**src/rtl/emi_pkg.sv**
```systemverilog
package emi_pkg;
  localparam int unsigned REG_RELOAD = 0;
  localparam int unsigned REG_STATUS = 1;
  localparam int unsigned STS_IRQ_BIT = 0;
endpackage

```
**src/rtl/emi_csr.sv**
```systemverilog
module emi_csr #(
  parameter int unsigned CNT_W   = 5,
  parameter int unsigned RST_CNT = 8,
  parameter int unsigned ADDR_W  = 2,
  parameter int unsigned DATA_W  = 8
) (
  input  logic              clk,
  input  logic              rst,
  input  logic              wr,
  input  logic              rd,
  input  logic [ADDR_W-1:0] addr,
  input  logic [CNT_W-1:0]  wdata,
  input  logic              expire,
  output logic              load,
  output logic [CNT_W-1:0]  load_val,
  output logic [CNT_W-1:0]  reload_eff,
  output logic              sticky,
  output logic [DATA_W-1:0] rdata
);
  import emi_pkg::*;

  localparam logic [CNT_W-1:0] ONE     = CNT_W'(1);
  localparam logic [CNT_W-1:0] RST_VAL = CNT_W'(RST_CNT);

  logic [CNT_W-1:0] reload_q;
  logic             sel_reload;
  logic             sel_status;
  logic             clr_req;

  assign sel_reload = (addr == ADDR_W'(REG_RELOAD));
  assign sel_status = (addr == ADDR_W'(REG_STATUS));
  assign load       = wr && sel_reload;
  assign clr_req    = wr && sel_status && wdata[STS_IRQ_BIT];
  // a zero count behaves as one
  assign load_val   = (wdata == '0) ? ONE : wdata;
  assign reload_eff = (reload_q == '0) ? ONE : reload_q;

  always_ff @(posedge clk) begin
    if (rst) begin
      reload_q <= RST_VAL;
    end else if (load) begin
      reload_q <= wdata;
    end
  end

  always_ff @(posedge clk) begin
    if (rst) begin
      sticky <= 1'b0;
    end else if (expire) begin
      sticky <= 1'b1;
    end else if (clr_req) begin
      sticky <= 1'b0;
    end
  end

  always_ff @(posedge clk) begin
    if (rst) begin
      rdata <= '0;
    end else if (rd) begin
      if (sel_reload) begin
        rdata <= DATA_W'(reload_q);
      end else if (sel_status) begin
        rdata <= DATA_W'(sticky);
      end else begin
        rdata <= '0;
      end
    end
  end
endmodule

```
**src/rtl/emi_down_counter.sv**
```systemverilog
module emi_down_counter #(
  parameter int unsigned CNT_W   = 5,
  parameter int unsigned RST_CNT = 8
) (
  input  logic             clk,
  input  logic             rst,
  input  logic             load,
  input  logic [CNT_W-1:0] load_val,
  input  logic [CNT_W-1:0] reload_val,
  input  logic             tok_vld,
  input  logic             tok_match,
  output logic             expire,
  output logic [CNT_W-1:0] cnt_q
);
  localparam logic [CNT_W-1:0] ONE     = CNT_W'(1);
  localparam logic [CNT_W-1:0] RST_VAL = (RST_CNT == 0) ? ONE : CNT_W'(RST_CNT);

  logic miss;

  assign miss   = tok_vld && !tok_match && !load;
  assign expire = miss && (cnt_q <= ONE);

  always_ff @(posedge clk) begin
    if (rst) begin
      cnt_q <= RST_VAL;
    end else if (load) begin
      cnt_q <= load_val;
    end else if (tok_vld) begin
      if (tok_match || expire) begin
        cnt_q <= reload_val;
      end else begin
        cnt_q <= cnt_q - ONE;
      end
    end
  end
endmodule

```
**src/rtl/emi_irq_out.sv**
```systemverilog
module emi_irq_out (
  input  logic clk,
  input  logic rst,
  input  logic expire,
  output logic pulse
);
  always_ff @(posedge clk) begin
    if (rst) begin
      pulse <= 1'b0;
    end else begin
      pulse <= expire;
    end
  end
endmodule

```
**src/rtl/emi_ctr.sv**
```systemverilog
module emi_ctr #(
  parameter int unsigned CNT_W   = 5,
  parameter int unsigned RST_CNT = 8,
  parameter int unsigned ADDR_W  = 2,
  parameter int unsigned DATA_W  = 8
) (
  input  logic              clk,
  input  logic              rst,
  input  logic              csr_wr,
  input  logic              csr_rd,
  input  logic [ADDR_W-1:0] csr_addr,
  input  logic [CNT_W-1:0]  csr_wdata,
  output logic [DATA_W-1:0] csr_rdata,
  input  logic              tok_vld,
  input  logic              tok_match,
  output logic              irq_pulse,
  output logic              irq_sticky
);
  logic             load;
  logic [CNT_W-1:0] load_val;
  logic [CNT_W-1:0] reload_eff;
  logic             expire;
  logic [CNT_W-1:0] cnt_val;

  emi_csr #(
    .CNT_W(CNT_W), .RST_CNT(RST_CNT), .ADDR_W(ADDR_W), .DATA_W(DATA_W)
  ) u_csr (
    .clk(clk), .rst(rst), .wr(csr_wr), .rd(csr_rd), .addr(csr_addr),
    .wdata(csr_wdata), .expire(expire), .load(load), .load_val(load_val),
    .reload_eff(reload_eff), .sticky(irq_sticky), .rdata(csr_rdata)
  );

  emi_down_counter #(
    .CNT_W(CNT_W), .RST_CNT(RST_CNT)
  ) u_cnt (
    .clk(clk), .rst(rst), .load(load), .load_val(load_val),
    .reload_val(reload_eff), .tok_vld(tok_vld), .tok_match(tok_match),
    .expire(expire), .cnt_q(cnt_val)
  );

  emi_irq_out u_irq (
    .clk(clk), .rst(rst), .expire(expire), .pulse(irq_pulse)
  );
endmodule

```
**config.mk**
```make
export PLATFORM = sky130hd
export DESIGN_NAME = emi_ctr
export DESIGN_NICKNAME = d
export VERILOG_FILES = /design/src/rtl/emi_pkg.sv /design/src/rtl/emi_csr.sv /design/src/rtl/emi_down_counter.sv /design/src/rtl/emi_irq_out.sv /design/src/rtl/emi_ctr.sv
export SDC_FILE = /design/constraint.sdc
export NUM_CORES = 1
export LEC_CHECK = 0
export BUFFER_PORTS_ARGS = -buffer_cell sky130_fd_sc_hd__buf_2
export CAP_MARGIN = 10
export CORE_MARGIN = 1.5
export CORE_UTILIZATION = 45
export DETAILED_ROUTE_END_ITERATION = 7
export PLACE_DENSITY = 0.7
export SLEW_MARGIN = 20
export SYNTH_ARGS = -nofsm -noshare
export SYNTH_HDL_FRONTEND = slang
export SYNTH_SLANG_ARGS = --single-unit
```
**constraint.sdc**
```tcl
create_clock -name clk -period 5 [get_ports clk]
set_clock_uncertainty 0.15 [all_clocks]
set_input_delay 0.5 -clock clk [delete_from_list [all_inputs] [get_ports clk]]
set_output_delay 0.5 -clock clk [all_outputs]
set_load 0.02 [all_outputs]
```
==> reports/qor.yml, run 1 <==
run_status:
  status: "complete, no violations"
layout:
  multi_input_area_um2: 489
  antenna_cells: 0
  syn_to_final_growth_pct: 12.0
  final_nets: 140
  regArea_um2: 340
  fillers: 181
  drive_gt1_share_pct: 21.0
synth:
  ys_types: 35
  synth-seq-cells: 17
  synth_area_per_cell_um2: 8.43
  syn_area_um2: 893
  synth-seq-area-share_pct: 38.1
  ys_warn_count: 0
  syn_inst: 106
routing:
  ant_nets: 0
  avgViaCountPerCell: 5.33
  detail_route.iter0.violations: 24
  vias: 794
  drc: 0
  wire_per_inst_um: 12.2
  firstDrtPassIters: 4
  wl_um: 1820
clocking:
  cts_root_buf: "clkbuf_4"
  cts_setup_buffers: 0
  cts_buffers: 3
  clk_latency_ns: 0.29
  cts_hold_buf: 0
  cts_sinks: 17
  h-tree-depth: 1
  cts_resized: 0
  cts_buffer_depth: 2
  clkTransAtPathRegs_ns: 0.10
  cts_tree: "yes"
power_and_ir_drop:
  power_density_nw_per_um2: 274
  vdd_drop_max_uv: 130
  power.total_mw: 0.274
  cellLeakagePower_nw: 0.415
setup_path:
  cp.required_ns: 5.05
  cp_top_family: "compound AO/OA/AOI/OAI gates"
  path_class: "flip-flop to flip-flop"
  critPathCaptureType: "flip-flop"
  critPathSlowestCell: "dfxtp_1"
  crit_buf_inv: 1
  cp.arrival_ns: 1.88
  critPathMaxStageDelay_ns: 0.39
  critPathMaxFanout: 7
  worst_setup_path_start_kind: "flip-flop"
  cp_cell_sequence: "inv_1, ha_1, o21bai_1, a21oi_2, nor4b_1, a211o_1"
placed_design:
  port_buffers: 19
  hpwlAfterDp_um: 1350
  place_congestion: 0.767
sta:
  finalCritPeriodShare_pct: 36.7
  fin_crit_ns: 1.84
  final_hold_viol_count: 0
  fin_tns_setup_ns: 0
  slew_violations: 0
  rsz0062_at_grt: "no"
  fmax_ghz: 0.545
  whs_ns: 0.301
  setup-violations-final: 0
floorplan:
  start_util_pct: 49.6
  fp.coreArea_um2: 1800
  std_cell_rows: 15
  die_area_um2: 2260
  die_y_um: 47.6
  ios: 23
  die_x_um: 47.6
global_route:
  first_global_vias: 663
  grt_pass1_wl_um: 2900
  grt_overflow_total: 0
  gr-usage-all-layers_pct: 18.7
  grt_max_degree: 21
  antenna_found_initial: 0
run:
  max_cap_viol_count: 0
min_path:
  hp-class: "input port to flip-flop"
-- cells in the mapped netlist --
cell type | number | area, um2
dfxtp_1 | 17 | 340
nand2_1 | 13 | 48.8
a21oi_1 | 12 | 60.1
inv_1 | 5 | 18.8
nand3_1 | 5 | 25.0
nor2_1 | 5 | 18.8
nor3_1 | 5 | 25.0
mux2i_1 | 4 | 40.0
nand2b_1 | 4 | 25.0
a21boi_0 | 3 | 22.5
buf_4 | 3 | 22.5
buf_6 | 2 | 22.5
clkbuf_1 | 2 | 7.51
ha_1 | 2 | 25.0
nor4_1 | 2 | 12.5
o22ai_1 | 2 | 12.5
xor2_1 | 2 | 17.5
a211o_1 | 1 | 8.76
a21oi_2 | 1 | 8.76
a311o_2 | 1 | 11.3
and2_1 | 1 | 6.26
conb_1 | 1 | 3.75
nand2_4 | 1 | 11.3
nand4b_1 | 1 | 8.76
nor3b_1 | 1 | 7.51
nor3b_2 | 1 | 12.5
nor4b_1 | 1 | 8.76
o2111ai_1 | 1 | 8.76
o211ai_1 | 1 | 7.51
o21ai_0 | 1 | 5.00
o21bai_1 | 1 | 7.51
o32ai_1 | 1 | 8.76
or3_1 | 1 | 6.26
or3b_1 | 1 | 8.76
xnor2_1 | 1 | 8.76
-- stage by stage --
step / util, % / area (um2) / std cells / setup WS [ns]
after floorplan: - / 901 / 108 / 3.33
after detailed placement: 54.1 / 975 / 145 / 3.05
after CTS: 55.6 / 1000 / 149 / 3.17
after global placement: 54.1 / 975 / 145 / 3.08
after global routing: 55.6 / 1000 / 149 / 3.05
final: 55.6 / 1000 / 149 / 3.16
-- cell type report --
type	instances	area share, %
multi-input combinational	79	48.9
sequential	17	34.0
timing repair buffer	19	9.50
tap	25	3.13
clock buffer	4	2.63
inverter	5	1.88
-- worst paths after layout --
kind	startpoint	end	cells after the start	slack [ns]
worst max-delay path	u_cnt.cnt_q[1]	u_cnt.cnt_q[1]	6	3.16
worst min-delay path	csr_wdata[3]	u_csr.reload_q[3]	3	0.30
worst max register to register	u_cnt.cnt_q[1]	u_cnt.cnt_q[1]	6	3.16
worst min register to register	u_csr.rdata[4]	u_csr.rdata[4]	2	0.32
-- state kept, by name, summed over array words and instances, names as in the netlist --
name and cells:
u_csr.reload_q 5, u_csr.sticky 1, u_irq.pulse 1, u_cnt.cnt_q 5, u_csr.rdata 5
-- power by group --
group          switching, mW  internal, mW  leakage, nW  total [mW]
Clock                 0.0431        0.0311       0.0150      0.0742
Sequential           0.00683         0.142        0.139       0.149
Combinational         0.0291        0.0223        0.261      0.0514
Total                 0.0790         0.195        0.415       0.274
-- routing by layer --
metal	part of all wire [%]	track usage, %	wire length [um]
met1	48	23.6	868
met2	45	28.9	823
met3	5.9	6.79	108
met4	0.99	8.11	18
met5	0	0	0
-- worst reg2reg max path, delay by kind of cell, from the launching register on --
| kind | cells | cell delay, ns |
|---|---|---|
| AO/OA/AOI/OAI | 3 | 0.83 |
| flip-flops | 1 | 0.39 |
| buffers and inverters | 1 | 0.08 |
| AND/OR/NAND/NOR | 1 | 0.10 |
| adder cells (fa/ha/maj) | 1 | 0.19 |
-- logic make-up (layout without fill, tap and decap cells) --
kind of cell               count (synthesis)  in the layout  synth area share, %
and+or+nand+nor                           42             42                 25.2
AOI/OAI and AO/OA                         25             25                 18.1
DFF                                       17             17                 38.1
buffers and inverters                     12             28                 7.98
muxes                                      4              4                 4.48
xor gates and xnor gates                   3              3                 2.94
adders and majority gates                  2              2                 2.80
other                                      1              3                0.420
-- layout by cell type (no fill, tap or decap), types with 2 or more instances in the layout --
cell type	instances
nor3_1	5
nand3_1	5
nor4_1	2
clkbuf_4	3
mux2i_1	4
a21oi_1	12
nand2_1	13
conb_1	3
inv_1	5
xor2_1	2
a21boi_0	3
dfxtp_1	17
buf_2	19
ha_1	2
nand2b_1	4
o22ai_1	2
nor2_1	5
Note: power is estimated with default switching activity, not from simulation.
==> run 2: changes to the inputs <==
--- a/config.mk
+++ b/config.mk
@@ -5,12 +5,13 @@
 export SDC_FILE = /design/constraint.sdc
 export NUM_CORES = 1
 export LEC_CHECK = 0
+export ABC_AREA = 1
 export BUFFER_PORTS_ARGS = -buffer_cell sky130_fd_sc_hd__buf_2
 export CAP_MARGIN = 10
 export CORE_MARGIN = 1.5
 export CORE_UTILIZATION = 45
 export DETAILED_ROUTE_END_ITERATION = 7
-export PLACE_DENSITY = 0.7
+export PLACE_DENSITY = 0.69
 export SLEW_MARGIN = 20
 export SYNTH_ARGS = -nofsm -noshare
 export SYNTH_HDL_FRONTEND = slang
==> constraint.sdc (replaced) <==
create_clock -name clk -period 1.85 [get_ports clk]
set_clock_uncertainty 0.15 [all_clocks]
set_input_delay 0.185 -clock clk [delete_from_list [all_inputs] [get_ports clk]]
set_output_delay 0.185 -clock clk [all_outputs]
set_load 0.02 [all_outputs]
==> run 2 against run 1 <==
Largest power group unchanged. Maximum frequency increased by 26%. Sequential share of layout area decreased by 2.3 points. Non-clock buffer count unchanged. Setup slack got worse by 2.8 ns.
==> reports/qor.yml, run 2 <==
run_status:
  status: "complete, no violations"
floorplan:
  die_x_um: 48.7
  die_area_um2: 2370
  std_cell_rows: 16
  fp.coreArea_um2: 1960
  die_y_um: 48.7
  start_util_pct: 47.9
  ios: 23
sta:
  fin_crit_ns: 1.46
  fin_tns_setup_ns: 0
  finalCritPeriodShare_pct: 79.0
  fmax_ghz: 0.685
  setup-violations-final: 0
  final_hold_viol_count: 0
  layout_setup_ws_ns: 0.389
  slew_violations: 0
  rsz0062_at_grt: "no"
  whs_ns: 0.0211
routing:
  avgViaCountPerCell: 5.07
  wl_um: 2000
  wire_per_inst_um: 11.0
  detail_route.iter0.violations: 16
  ant_nets: 0
  vias: 923
  firstDrtPassIters: 4
  drc: 0
clocking:
  cts_hold_buf: 0
  cts_setup_buffers: 0
  cts_root_buf: "clkbuf_4"
  clkTransAtPathRegs_ns: 0.09
  cts_tree: "yes"
  cts_sinks: 17
  cts_resized: 0
  h-tree-depth: 1
  cts_buffers: 3
  cts_buffer_depth: 2
  clk_latency_ns: 0.29
setup_path:
  worst_setup_path_start_kind: "flip-flop"
  critPathCaptureType: "flip-flop"
  critPathMaxFanout: 5
  cp_common_cell: "inv_1"
  cp_top_family: "compound AO/OA/AOI/OAI gates"
  cp.arrival_ns: 1.49
  path_class: "flip-flop to flip-flop"
  critPathSlowestCell: "dfxtp_1"
  crit_buf_inv: 2
  cp.required_ns: 1.88
  cp_cell_sequence: "inv_1, ha_1, inv_1, o21ai_0, nand2_4, o21ai_4, nand2_1, nand3_1, a21oi_1"
  critPathMaxStageDelay_ns: 0.33
synth:
  ys_types: 25
  synth-seq-cells: 17
  synth_area_per_cell_um2: 6.96
  ys_warn_count: 0
  async_flop_share_pct: 0
  syn_area_um2: 940
  yosys-top-cells-count: "nand2_1 (30), inv_1 (19), dfxtp_1 (17), nand3_1 (16), a21oi_1 (15)"
  yosysMostFrequentCell: "nand2_1"
  ys_top_cells_by_area: "dfxtp_1 (36%), nand2_1 (12%), nand3_1 (8.5%), a21oi_1 (8.0%), inv_1 (7.6%)"
  syn_inst: 135
  synth_ff_type: "dfxtp_1"
  synth_top_area_share_pct: 36.2
  synth_top_area_cell: "dfxtp_1"
  synth_edf_count: 0
  synth-seq-area-share_pct: 36.2
global_route:
  antenna_found_initial: 0
  grt_max_degree: 12
  first_global_vias: 838
  grt_overflow_total: 0
  grt_pass1_wl_um: 3490
  gr-usage-all-layers_pct: 18.6
layout:
  top_regs: "u_cnt.cnt_q x5, u_csr.rdata x5, u_csr.reload_q x5"
  drive_gt1_share_pct: 20.0
  final_cell_mix: "nand2_1 (30), inv_1 (19), buf_2 (19)"
  final_nets: 171
  layout_commonest_cell: "nand2_1"
  antenna_cells: 0
  syn_to_final_growth_pct: 14.2
power_and_ir_drop:
  p_switching_mw: 0.235
  power_frac_comb_pct: 21.4
  cellLeakagePower_nw: 0.496
  vdd_drop_max_uv: 584
  power.total_mw: 0.761
  power_frac_seq_pct: 52.7
  power_frac_clock_pct: 25.8
  power_density_nw_per_um2: 709
  p_int_mw: 0.526
  swShare_pct: 30.8
placed_design:
  place_congestion: 0.847
  place_ws_ns: 0.397
  hpwlAfterDp_um: 1580
  port_buffers: 19
run:
  max_cap_viol_count: 0
min_path:
  hp-class: "input port to flip-flop"
-- run 2: tightest hold or removal path, stage by stage --
cell and delay (ns):
buf_2 0.12, nand2_1 0.06, a21oi_1 0.05
-- run 2: power by group through the flow --
stage                     clock, mW  sequential, mW  combinational [mW]
after CTS                     0.202           0.401               0.163
final                         0.196           0.401               0.163
after global routing          0.217           0.404               0.187
after detailed placement          0           0.410               0.163
after floorplan                   0           0.414               0.116
after global placement            0           0.409               0.160
-- run 2: cells by family (layout without fill, tap and decap cells) --
logic type                 after synthesis  after routing  synth area share [%]
AOI/OAI and AO/OA                       27             27                  16.0
xor gates and xnor gates                 2              2                  1.86
adders and majority gates                2              2                  2.66
buffers and inverters                   26             44                  12.1
DFF                                     17             17                  36.2
other                                    1              3                 0.399
and+or+nand+nor                         60             60                  30.8
-- run 2: path summary, 6_finish.rpt --
path                                          end           start  slack [ns]  cells past startpoint
worst max-delay path               u_cnt.cnt_q[0]  u_cnt.cnt_q[1]        0.39                      9
worst min-delay path            u_csr.reload_q[0]    csr_wdata[0]        0.02                      3
worst max register to register     u_cnt.cnt_q[0]  u_cnt.cnt_q[1]        0.39                      9
worst min register to register     u_csr.rdata[0]  u_csr.rdata[0]        0.34                      2
-- run 2: per-layer routing --
metal  part of all wire (%)  GRT usage, %
met5                      0             0
met4                   0.65          2.86
met2                     49          32.0
met3                    5.5          5.56
met1                     45          23.3
-- run 2: metrics by stage --
stage	instance area, um2	utilization, %	std cells
6_report	1070	54.7	182
2_1_floorplan	947	-	137
3_5_place_dp	1050	53.3	178
5_1_grt	1070	54.7	182
4_1_cts	1070	54.7	182
3_3_place_gp	1050	53.3	178
-- run 2: layout make-up --
cell class / instances / area (um2)
Multi-Input combinational cell: 94 / 493
Inverter: 21 / 83.8
Clock buffer: 3 / 22.5
Timing Repair Buffer: 19 / 95.1
Clock inverter: 1 / 5.00
Fill cell: 202 / 888
Tap cell: 27 / 33.8
Sequential cell: 17 / 340
==> run 3: changes to the inputs <==
==> constraint.sdc (replaced) <==
create_clock -name clk -period 1.5 [get_ports clk]
set_clock_uncertainty 0.15 [all_clocks]
set_input_delay 0.15 -clock clk [delete_from_list [all_inputs] [get_ports clk]]
set_output_delay 0.15 -clock clk [all_outputs]
set_load 0.02 [all_outputs]
==> run 3 against run 2 <==
Sequential power grew 24%. Count of clock-buffer cells in the layout grew 1. Power grew 25%. Hold slack lost 0.0086 ns. Die area is the same. Critical path type unchanged. Largest power group unchanged. First-iteration DRC count grew 120%.
==> reports/qor.yml, run 3 (synthesis gave the netlist of run 2 again) <==
routing:
  firstDrtPassIters: 5
  wire_per_inst_um: 10.9
  avgViaCountPerCell: 5.10
  wl_um: 2040
  drc: 0
  ant_nets: 0
  detail_route.iter0.violations: 35
  vias: 958
global_route:
  use_met3_pct: 5.56
  grt.busiest_layer: "met2"
  grt_overflow_total: 0
  gr-usage-all-layers_pct: 18.2
  met1_usage_pct: 22.9
  first_global_vias: 814
  grt_max_degree: 12
  antenna_found_initial: 0
  grt_pass1_wl_um: 3390
  grt_use_met2_pct: 31.3
clocking:
  clkTransAtPathRegs_ns: 0.09
  h-tree-depth: 1
  cts_root_buf: "clkbuf_4"
  cts_buffers: 3
  cts_sinks: 17
  clk_latency_ns: 0.28
  cts_buffer_depth: 2
  cts_tree: "yes"
  cts_setup_buffers: 0
run_status:
  status: "complete, no violations"
placed_design:
  dp.cells: 179
  port_buffers: 19
  hpwlAfterDp_um: 1560
  place_ws_ns: 0.0353
  place_congestion: 0.846
  placed_cell_area_um2: 1050
sta:
  fmax_ghz: 0.717
  layout_setup_ws_ns: 0.104
  slew_violations: 0
  whs_ns: 0.0125
  finalCritPeriodShare_pct: 93.0
  final_hold_viol_count: 0
  fin_crit_ns: 1.40
  setup-violations-final: 0
setup_path:
  path_class: "flip-flop to flip-flop"
  critPathCaptureType: "flip-flop"
  r2r_end: "u_cnt.cnt_q[4]"
  worst_setup_path_start_kind: "flip-flop"
  critPathMaxFanout: 4
  r2r-start: "u_cnt.cnt_q[0]"
  startpoint: "u_cnt.cnt_q[0]"
  critPathMaxStageDelay_ns: 0.40
  r2r_cells: 8
  cp_common_cell: "nand2_1"
  crit_buf_inv: 1
  cp_cell_sequence: "inv_1, ha_1, nand2_1, nand2_1, nand2_1, nand3_1, nand3_1, a21oi_1"
  cp_top_family: "flip-flops"
  cp.arrival_ns: 1.42
  worst-path-stages: 8
  critPathSlowestCell: "dfxtp_2"
  cp.required_ns: 1.52
  endpoint: "u_cnt.cnt_q[4]"
  reg2reg_setup_slack_ns: 0.10
power_and_ir_drop:
  power.total_mw: 0.951
  power_density_nw_per_um2: 828
  vdd_drop_max_uv: 560
  cellLeakagePower_nw: 0.521
min_path:
  hp-class: "input port to flip-flop"
layout:
  drive_gt1_share_pct: 22.4
  layout_commonest_cell: "nand2_1"
  stdcell_area_um2: 1150
  top_regs: "u_cnt.cnt_q x5, u_csr.rdata x5, u_csr.reload_q x5"
  syn_to_final_growth_pct: 22.2
  final_nets: 177
  final_cell_mix: "nand2_1 (30), buf_2 (19), inv_1 (18)"
  antenna_cells: 0
  fillers: 188
  stdcell_count: 188
floorplan:
  ios: 23
  start_util_pct: 47.9
  die_area_um2: 2370
  die_x_um: 48.7
  std_cell_rows: 16
  fp.coreArea_um2: 1960
  die_y_um: 48.7
run:
  max_cap_viol_count: 0
run 3: cell count changes in the layout (fill, tap and decap cells not counted):
cell,change
ha_1,-1
clkbuf_1,+1
ha_4,+1
dfxtp_1,-2
clkinv_2,-1
buf_4,+1
inv_2,+1
o21ai_0,-1
o21ai_2,+1
dlygate4sd3_1,+5
dfxtp_2,+2
inv_1,-1
run 3: how the worst min path moves through the flow:
stage,startpoint,end,slack (ns),cells after the start
after floorplan,csr_wdata[0],u_csr.reload_q[0],0.14,2
after global placement,csr_wdata[0],u_csr.reload_q[0],0.28,3
after detailed placement,csr_wdata[0],u_csr.reload_q[0],0.29,3
after CTS,rst,u_cnt.cnt_q[2],0.02,2
after global routing,rst,u_csr.reload_q[2],0.03,2
final,rst,u_cnt.cnt_q[0],0.01,2
run 3: worst register-to-register path, delay by kind of cell (launching register included):
kind / cells / cell delay (ns)
adder cells (fa/ha/maj): 1 / 0.24
AND/OR/NAND/NOR: 5 / 0.34
flip-flops: 1 / 0.40
buffers and inverters: 1 / 0.10
AO/OA/AOI/OAI: 1 / 0.06
run 3: timing repair:
action / CTS / global route
endpoints found under the setup margin: 0 / 5
hold buffers: 5 / 0
gates resized for setup: 0 / 7
hold endpoints to repair: 5 / 0
run 3: final cells by class:
cell class | count | area [um2] | share of cell area (%)
inverter | 21 | 83.8 | 7.30
tap | 27 | 33.8 | 2.94
timing repair buffer | 25 | 153 | 13.3
sequential | 17 | 343 | 29.8
clock buffer | 4 | 26.3 | 2.29
multi-input combinational | 94 | 509 | 44.3
run 3: metal layers:
layer	wire length, um	share of wire (%)
met1	893	44
met2	985	48
met3	154	7.5
met4	8	0.39
met5	0	0
run 3: power breakdown:
group / switching (mW) / internal [mW] / leakage, nW / total [mW]
registers: 0.0218 / 0.476 / 0.140 / 0.498
logic: 0.130 / 0.0870 / 0.366 / 0.217
clock network: 0.133 / 0.103 / 0.0150 / 0.236
total: 0.285 / 0.667 / 0.521 / 0.951
run 3: metrics by stage:
| step | utilization (%) | TNS [ns] |
|---|---|---|
| after global routing | 58.5 | -0.00172 |
| after CTS | 57.6 | 0 |
| after detailed placement | 53.7 | 0 |
| after floorplan | - | 0 |
| after global placement | 53.7 | 0 |
| final | 58.5 | 0 |
